<file path="config.mk">
export PLATFORM = sky130hd
export DESIGN_NAME = stub_event_packer
export DESIGN_NICKNAME = d
export VERILOG_FILES = /design/src/rtl/stub_pkg.sv /design/src/rtl/stub_prio_chain.sv /design/src/rtl/stub_event_file.sv /design/src/rtl/stub_frame_emitter.sv /design/src/rtl/stub_event_packer.sv
export SDC_FILE = /design/constraint.sdc
export NUM_CORES = 2
export LEC_CHECK = 0
export ABC_CLOCK_PERIOD_IN_PS = 12800
export BUFFER_PORTS_ARGS = -buffer_cell sky130_fd_sc_hd__clkbuf_2
export CAP_MARGIN = 10
export CORE_UTILIZATION = 59
export CTS_BUF_LIST = sky130_fd_sc_hd__clkbuf_16
export DETAILED_ROUTE_END_ITERATION = 6
export HOLD_SLACK_MARGIN = 0.02
export PLACE_DENSITY = 0.76
export REMOVE_ABC_BUFFERS = 1
export SLEW_MARGIN = 30
export SYNTH_ARGS = -nofsm -noshare
export SYNTH_HDL_FRONTEND = slang
export SYNTH_SLANG_ARGS = --single-unit
</file>
<file path="constraint.sdc">
create_clock -name clk -period 12.8 [get_ports clk]
set_input_delay 2.56 -clock clk [delete_from_list [all_inputs] [get_ports clk]]
set_output_delay 2.56 -clock clk [all_outputs]
set_load 0.005 [all_outputs]
</file>
<file path="src/rtl/stub_pkg.sv">
`timescale 1ns/1ps
package stub_pkg;

    localparam int COLS      = 128;
    localparam int PHI_W     = 7;
    localparam int BX_W      = 12;
    localparam int LEN_W     = 3;
    localparam int TAG_W     = 4;
    localparam int WORD_W    = 16;
    localparam int MAX_STUBS = 7;

    typedef struct packed {
        logic             trunc;
        logic [LEN_W-1:0] len;
        logic [BX_W-1:0]  bx;
    } hdr_word_t;

    typedef struct packed {
        logic [PHI_W-1:0] phi;
        logic             side;
        logic [TAG_W-1:0] zcol;
        logic [TAG_W-1:0] chip;
    } stub_word_t;

    typedef struct packed {
        logic [BX_W-1:0]  bx;
        logic [TAG_W-1:0] chip;
        logic [TAG_W-1:0] zcol;
        logic             side;
    } evt_meta_t;

    function automatic logic [WORD_W-1:0] pack_hdr(input logic t,
                                                   input logic [LEN_W-1:0] n,
                                                   input logic [BX_W-1:0] bx);
        hdr_word_t h;
        h.trunc = t;
        h.len   = n;
        h.bx    = bx;
        return h;
    endfunction

    function automatic logic [WORD_W-1:0] pack_stub(input logic [PHI_W-1:0] phi,
                                                    input evt_meta_t m);
        stub_word_t s;
        s.phi  = phi;
        s.side = m.side;
        s.zcol = m.zcol;
        s.chip = m.chip;
        return s;
    endfunction

endpackage

</file>
<file path="src/rtl/stub_prio_chain.sv">
`timescale 1ns/1ps
module stub_prio_chain #(
    parameter int NCOL  = 128,
    parameter int SLOTS = 7,
    parameter int IDX_W = $clog2(NCOL)
) (
    input  logic [NCOL-1:0]             hits,
    output logic [SLOTS-1:0][IDX_W-1:0] idx,
    output logic [SLOTS-1:0]            found,
    output logic                        spill
);

    logic [NCOL-1:0] residue [0:SLOTS];

    function automatic logic [IDX_W-1:0] low_pos(input logic [NCOL-1:0] v);
        logic [IDX_W-1:0] p;
        p = '0;
        for (int i = NCOL - 1; i >= 0; i--) begin
            if (v[i]) p = IDX_W'(i);
        end
        return p;
    endfunction

    assign residue[0] = hits;

    for (genvar k = 0; k < SLOTS; k++) begin : g_stage
        assign found[k]     = |residue[k];
        assign idx[k]       = low_pos(residue[k]);
        assign residue[k+1] = residue[k] & (residue[k] - NCOL'(1));
    end

    assign spill = |residue[SLOTS];

endmodule

</file>
<file path="src/rtl/stub_event_file.sv">
`timescale 1ns/1ps
module stub_event_file
    import stub_pkg::*;
#(
    parameter int SLOTS = 7,
    parameter int IDX_W = 7,
    parameter int CNT_W = $clog2(SLOTS + 1)
) (
    input  logic                        clk,
    input  logic                        rst,
    input  logic                        load,
    input  logic [SLOTS-1:0][IDX_W-1:0] idx,
    input  logic [SLOTS-1:0]            found,
    input  logic                        spill,
    input  evt_meta_t                   meta,
    output logic [SLOTS-1:0][IDX_W-1:0] idx_q,
    output logic [CNT_W-1:0]            cnt_q,
    output logic                        trunc_q,
    output evt_meta_t                   meta_q
);

    always_ff @(posedge clk) begin
        if (rst) begin
            idx_q   <= '0;
            cnt_q   <= '0;
            trunc_q <= 1'b0;
            meta_q  <= '0;
        end else if (load) begin
            idx_q   <= idx;
            cnt_q   <= CNT_W'($countones(found));
            trunc_q <= spill;
            meta_q  <= meta;
        end
    end

endmodule

</file>
<file path="src/rtl/stub_frame_emitter.sv">
`timescale 1ns/1ps
module stub_frame_emitter
    import stub_pkg::*;
#(
    parameter int SLOTS = 7,
    parameter int IDX_W = 7,
    parameter int CNT_W = $clog2(SLOTS + 1)
) (
    input  logic                        clk,
    input  logic                        rst,
    input  logic                        load,
    input  logic [SLOTS-1:0][IDX_W-1:0] idx_q,
    input  logic [CNT_W-1:0]            cnt_q,
    input  logic                        trunc_q,
    input  evt_meta_t                   meta_q,
    input  logic                        out_ready,
    output logic                        out_valid,
    output logic [WORD_W-1:0]           out_data,
    output logic                        out_last
);

    logic             busy;
    logic [CNT_W-1:0] ptr;
    logic [IDX_W-1:0] sel;

    always_ff @(posedge clk) begin
        if (rst) begin
            busy <= 1'b0;
            ptr  <= '0;
        end else if (load) begin
            busy <= 1'b1;
            ptr  <= '0;
        end else if (busy && out_ready) begin
            if (ptr == cnt_q) begin
                busy <= 1'b0;
            end else begin
                ptr <= ptr + CNT_W'(1);
            end
        end
    end

    always_comb begin
        sel = idx_q[0];
        for (int k = 0; k < SLOTS; k++) begin
            if (ptr == CNT_W'(k + 1)) sel = idx_q[k];
        end
    end

    always_comb begin
        if (ptr == '0) begin
            out_data = pack_hdr(trunc_q, LEN_W'(cnt_q), meta_q.bx);
        end else begin
            out_data = pack_stub(PHI_W'(sel), meta_q);
        end
    end

    assign out_valid = busy;
    assign out_last  = busy && (ptr == cnt_q);

endmodule

</file>
<file path="src/rtl/stub_event_packer.sv">
`timescale 1ns/1ps
module stub_event_packer
    import stub_pkg::*;
#(
    parameter int NCOL  = COLS,
    parameter int SLOTS = MAX_STUBS
) (
    input  logic              clk,
    input  logic              rst,
    input  logic              evt_valid,
    input  logic [NCOL-1:0]   evt_hits,
    input  logic [BX_W-1:0]   evt_bx,
    input  logic [TAG_W-1:0]  evt_chip,
    input  logic [TAG_W-1:0]  evt_zcol,
    input  logic              evt_side,
    input  logic              out_ready,
    output logic              out_valid,
    output logic [WORD_W-1:0] out_data,
    output logic              out_last,
    output logic              evt_dropped
);

    localparam int IDX_W = $clog2(NCOL);
    localparam int CNT_W = $clog2(SLOTS + 1);

    logic [SLOTS-1:0][IDX_W-1:0] chain_idx;
    logic [SLOTS-1:0]            chain_found;
    logic                        chain_spill;
    logic [SLOTS-1:0][IDX_W-1:0] file_idx;
    logic [CNT_W-1:0]            file_cnt;
    logic                        file_trunc;
    evt_meta_t                   meta_in;
    evt_meta_t                   file_meta;
    logic                        load;

    always_comb begin
        meta_in.bx   = evt_bx;
        meta_in.chip = evt_chip;
        meta_in.zcol = evt_zcol;
        meta_in.side = evt_side;
    end

    assign load = evt_valid && !out_valid;

    always_ff @(posedge clk) begin
        if (rst) evt_dropped <= 1'b0;
        else     evt_dropped <= evt_valid && out_valid;
    end

    stub_prio_chain #(.NCOL(NCOL), .SLOTS(SLOTS), .IDX_W(IDX_W)) u_chain (
        .hits  (evt_hits),
        .idx   (chain_idx),
        .found (chain_found),
        .spill (chain_spill)
    );

    stub_event_file #(.SLOTS(SLOTS), .IDX_W(IDX_W), .CNT_W(CNT_W)) u_file (
        .clk     (clk),
        .rst     (rst),
        .load    (load),
        .idx     (chain_idx),
        .found   (chain_found),
        .spill   (chain_spill),
        .meta    (meta_in),
        .idx_q   (file_idx),
        .cnt_q   (file_cnt),
        .trunc_q (file_trunc),
        .meta_q  (file_meta)
    );

    stub_frame_emitter #(.SLOTS(SLOTS), .IDX_W(IDX_W), .CNT_W(CNT_W)) u_emit (
        .clk       (clk),
        .rst       (rst),
        .load      (load),
        .idx_q     (file_idx),
        .cnt_q     (file_cnt),
        .trunc_q   (file_trunc),
        .meta_q    (file_meta),
        .out_ready (out_ready),
        .out_valid (out_valid),
        .out_data  (out_data),
        .out_last  (out_last)
    );

endmodule

</file>
==> results.sh, run 1 <==
export IMPL_grt_max_degree=37
export IMPL_netlist_area_um2=31640
export IMPL_yosys_area_share_adder_pct=2.424
export IMPL_status="aborted with a tool error"
export IMPL_cts_hold_buf=0
export IMPL_overflow=6
export IMPL_die_height_um=233.6
export IMPL_synth_seq_cells=79
export IMPL_synth_edf_count=0
export IMPL_htree_num_levels=3
export IMPL_pin_count=172
export IMPL_place_ws_ns=-0.3650
export IMPL_async_reset_ff_share_pct=0
export IMPL_synth_distinct_cells=117
export IMPL_synth_area_mux_share_pct=0.8185
export IMPL_postPlaceCellArea_um2=39650
export IMPL_port_buffers=171
export IMPL_ctsRootBufferMaster="clkbuf_16"
export IMPL_cts_sinks=79
export IMPL_synth_compound_area_share_pct=45.98
export IMPL_cts_buffer_depth=2
export IMPL_numCtsBuffers=9
export IMPL_synth_top_family_by_area="compound AO/OA/AOI/OAI gates"
export IMPL_grt_pass1_wl_mm=266.7
export IMPL_place_gp_congestion=1.216
export IMPL_postSynthCellCount=5128
export IMPL_num_rows=84
export IMPL_place_hpwl_mm=122.1
export IMPL_die_w_um=233.6
export IMPL_synth_simple_area_share_pct=40.83
export IMPL_first_error="[ERROR GRT-0116] Global routing finished with congestion. Check the congestion regions in the DRC Viewer."
export IMPL_start_util_pct=59.97
export IMPL_track_usage_pct=61.43
export IMPL_avgSynthCellArea_um2=6.170
export IMPL_lastStage="global routing"
export IMPL_dpl_cell_count=6714
export IMPL_grt_pass1_vias=51110
export IMPL_ys_flop_type="dfxtp_1"
export IMPL_synth_xor_area_share_pct=0.4429
export IMPL_ys_seq_area_share_pct=4.998
export IMPL_yosys_warnings=0
cells in the mapped netlist, types with 20 or more instances:
master / instances / area (µm²)
a2111oi_0: 24 / 210.2
a211o_1: 20 / 175.2
a211oi_1: 76 / 570.6
a21boi_0: 32 / 240.2
a21o_1: 58 / 435.4
a21oi_1: 470 / 2352
a221oi_1: 21 / 183.9
a31o_2: 44 / 385.4
a31oi_1: 168 / 1051
a41oi_1: 61 / 534.3
and2_1: 76 / 475.5
and3_1: 56 / 350.3
and4_1: 41 / 359.1
buf_2: 51 / 255.2
clkbuf_1: 155 / 581.8
dfxtp_1: 79 / 1582
inv_1: 100 / 375.4
maj3_1: 57 / 570.6
nand2_1: 637 / 2391
nand2b_1: 45 / 281.5
nand3_1: 220 / 1101
nand4_1: 156 / 975.9
nor2_1: 558 / 2095
nor2b_1: 34 / 212.7
nor3_1: 184 / 920.9
nor4_1: 150 / 938.4
o2111ai_1: 29 / 254.0
o211ai_1: 57 / 427.9
o21a_1: 33 / 247.7
o21ai_0: 426 / 2132
o21ai_1: 39 / 195.2
o21bai_1: 32 / 240.2
o22ai_1: 36 / 225.2
o31a_1: 65 / 569.3
o31ai_1: 143 / 1074
o41a_1: 30 / 337.8
o41ai_1: 50 / 437.9
or2_2: 52 / 325.3
or3_1: 54 / 337.8
or4_1: 65 / 488.0
per-layer routing:
layer | track usage, % | overflow
met1 | 63.45 | 0
met2 | 82.51 | 2
met3 | 41.64 | 0
met4 | 52.66 | 4
met5 | 15.53 | 0
stage by stage:
step	utilization, %	setup TNS (ns)
floorplan	-	-32.76
detailed placement	75.15	-0.6223
global placement	75.14	-0.1367
CTS	75.80	0
cell families after synthesis:
logic type	Yosys count
buffers and inverters	339
AND/OR/NAND/NOR	2479
flip-flops	79
XOR/XNOR	16
multiplexers	24
adder cells (fa/ha/maj)	71
AO/OA/AOI/OAI	2120
repair_timing:
action | CTS
gates resized for setup | 1
endpoints found under the hold margin | 0
endpoints found under the setup margin | 1
buffers inserted | 0
==> run 2, diff against run 1 <==
ABC_CLOCK_PERIOD_IN_PS = 16600   (was 12800)
CORE_UTILIZATION = 40   (was 59)
CTS_BUF_LIST = not set   (was sky130_fd_sc_hd__clkbuf_16)
HOLD_SLACK_MARGIN = not set   (was 0.02)
PLACE_DENSITY = not set   (was 0.76)
PLACE_DENSITY_LB_ADDON = 0.15   (was not set)
clock period = 16.6 ns   (was 12.8 ns; I/O delays follow)
==> run 2 against run 1 <==
  * The flow now finishes, with violations (DRC)
  * Area after synthesis unchanged
  * Synthesized cell count unchanged
==> results.sh, run 2 <==
export IMPL_nFillCells=8613
export IMPL_worst_setup_path_type="in -> reg"
export IMPL_setup_viol=0
export IMPL_synth_distinct_cells=117
export IMPL_min_path_type="reg -> reg"
export IMPL_min_period_ns=15.92
export IMPL_antenna_found_initial=3
export IMPL_violations="DRC"
export IMPL_fin_crit_sh_pct=95.89
export IMPL_clkTransAtPathRegs_ns=0.08
export IMPL_cts_tree="built"
export IMPL_ys_seq_area_share_pct=4.998
export IMPL_drc_errors=2
export IMPL_min_path_cells=2
export IMPL_cp_max_fo=35
export IMPL_layout_cells_most_common="nand2_1"
export IMPL_track_usage_pct=40.02
export IMPL_postSynthCellCount=5128
export IMPL_drive_above_1_share_pct=13.67
export IMPL_status="finished, violations left"
export IMPL_grt_setup_unrepaired="no"
export IMPL_die_height_um=283.3
export IMPL_yosys_warnings=0
export IMPL_cpPeakStageDelay_ns=0.70
export IMPL_grt_pass1_vias=42080
export IMPL_netlist_area_leader_share_pct=7.557
export IMPL_drt_iter0_markers=4909
export IMPL_ctsRootBufferMaster="clkbuf_16"
export IMPL_pin_count=172
export IMPL_ys_top_cells_by_area="nand2_1 (7.6%), a21oi_1 (7.4%), o21ai_0 (6.7%), nor2_1 (6.6%), dfxtp_1 (5.0%)"
export IMPL_num_rows=102
export IMPL_crit_cells=37
export IMPL_p_per_area_nw_per_um2=32.77
export IMPL_vias_per_cell=7.001
export IMPL_top_regs="u_file.idx_q (49), u_file.meta_q (21)"
export IMPL_crit_buf_inv=7
export IMPL_post_route_util_pct=45.38
export IMPL_cts_buffer_depth=2
export IMPL_mostFrequentLayoutCells="nand2_1 (637), nor2_1 (557), a21oi_1 (469)"
export IMPL_final_max_slew_viol_count=0
export IMPL_synth_common_cells="nand2_1 (637), nor2_1 (558), a21oi_1 (470)"
export IMPL_areaGrowthSynthToFinish_pct=11.65
export IMPL_async_reset_ff_share_pct=0
export IMPL_port_buffers=171
export IMPL_multi_input_area_um2=28740
export IMPL_critical_path_most_common_cell="buf_4"
export IMPL_place_hpwl_mm=138.9
export IMPL_cts_sinks=79
export IMPL_synth_largest_area_cell="nand2_1"
export IMPL_critPathRequiredTime_ns=16.91
export IMPL_clk_latency_ns=0.41
export IMPL_crit_family="simple AND/OR/NAND/NOR gates"
export IMPL_ys_flop_type="dfxtp_1"
export IMPL_antenna_cells=0
export IMPL_drt_wl_total_mm=168.7
export IMPL_end_kind="register"
export IMPL_final_hold_violation_count=0
export IMPL_synth_edf_count=0
export IMPL_regArea_um2=1582
export IMPL_static_leakage_power_nw=11.43
export IMPL_synth_seq_cells=79
export IMPL_core_um2=77850
export IMPL_slowest_stage="or4_1"
export IMPL_htree_num_levels=3
export IMPL_die_w_um=283.3
export IMPL_grt_max_degree=49
export IMPL_synth_most_common_cell="nand2_1"
export IMPL_vias=44810
export IMPL_avgSynthCellArea_um2=6.170
export IMPL_critPathLaunchType="input port"
export IMPL_numCtsBuffers=9
export IMPL_max_freq_mhz=62.82
export IMPL_largest_register="u_file.idx_q"
export IMPL_cts_hold_buf=0
export IMPL_worst_pin_slew_ns=1.028
export IMPL_place_gp_congestion=1.028
export IMPL_nNetsFinal=5522
export IMPL_grt_pass1_wl_mm=254.5
export IMPL_maxCapViolations=0
export IMPL_wl_per_cell_um=26.35
export IMPL_start_util_pct=40.64
export IMPL_crit_arrival_ns=16.23
export IMPL_cts_resized_gates=0
export IMPL_vdd_ir_drop_max_uv=46.19
export IMPL_finClkSkew_ns=0.01930
export IMPL_postRouteAntennaNets=0
export IMPL_tns_ns=0
export IMPL_post_cts_buffers=0
export IMPL_overflow=0
export IMPL_reg2reg_depth=19
export IMPL_die_area_um2=80230
export IMPL_netlist_area_um2=31640
export IMPL_relSlewSlack_pct=31.48
export IMPL_dr_pass1_iters=7
export IMPL_largest_reg_flops=49
## run 2: final timing paths
check	startpoint	end	slack (ns)
hold / removal	u_file.idx_q[41]	u_file.idx_q[41]	0.45
hold reg to reg	u_file.idx_q[41]	u_file.idx_q[41]	0.45
setup reg to reg	u_emit.out_valid	u_file.trunc_q	10.65
setup / recovery	evt_hits[5]	u_file.cnt_q[2]	0.68
## run 2: per-stage QoR
stage | total power [mW] | hold WS [ns] | instances | setup WS, ns | area, µm²
5_1_grt | 1.212 | 0.4749 | 6401 | 0.0006732 | 35330
3_3_place_gp | 0.8734 | 0.4280 | 6385 | 0.5169 | 34930
6_report | 1.158 | 0.4468 | 6401 | 0.6826 | 35330
2_1_floorplan | 0.6020 | 0.4156 | 4889 | -0.4927 | 30590
3_5_place_dp | 0.8726 | 0.4370 | 6385 | 0.3937 | 34940
4_1_cts | 1.133 | 0.4474 | 6401 | 0.7927 | 35280
## run 2: kinds of logic (layout without fill, tap and decap cells)
kind of cell               count (synthesis)  after routing  share of synthesized area, %
and+or+nand+nor                         2479           2479                         40.83
xor gates and xnor gates                  16             16                        0.4429
AOI/OAI and AO/OA                       2120           2120                         45.98
muxes                                     24             24                        0.8185
adders and majority gates                 71             71                         2.424
buffers and inverters                    339            572                         4.500
DFF                                       79             79                         4.998
## run 2: worst min-delay path, delay by kind of cell (launching register included)
kind             cells  cell delay, ns
and+or+nand+nor      2            0.09
DFF                  1            0.32
## run 2: final cells by class
type | instances | share of cell area (%)
inverters | 100 | 1.063
multi-input cells | 4710 | 81.35
repair buffers | 456 | 8.479
well taps | 1040 | 3.683
clock inverters | 7 | 0.3081
flip-flops and latches | 79 | 4.477
clock buffers | 9 | 0.6375
## run 2: power by group
| part | internal [mW] | total [mW] | switching [mW] |
|---|---|---|---|
| logic | 0.212 | 0.686 | 0.474 |
| registers | 0.200 | 0.209 | 0.00916 |
| clock network | 0.136 | 0.262 | 0.126 |
| total | 0.548 | 1.16 | 0.609 |
## run 2: per-layer routing
metal / vias to the layer above / track usage (%) / wire [µm]
li1: 20910 / - / -
met1: 21270 / 48.11 / 67210
met2: 2181 / 70.13 / 80160
met3: 454 / 5.048 / 12450
met4: 2 / 18.99 / 8830
met5: - / 0 / 11
No activity file was read; power rests on OpenSTA's default activity.
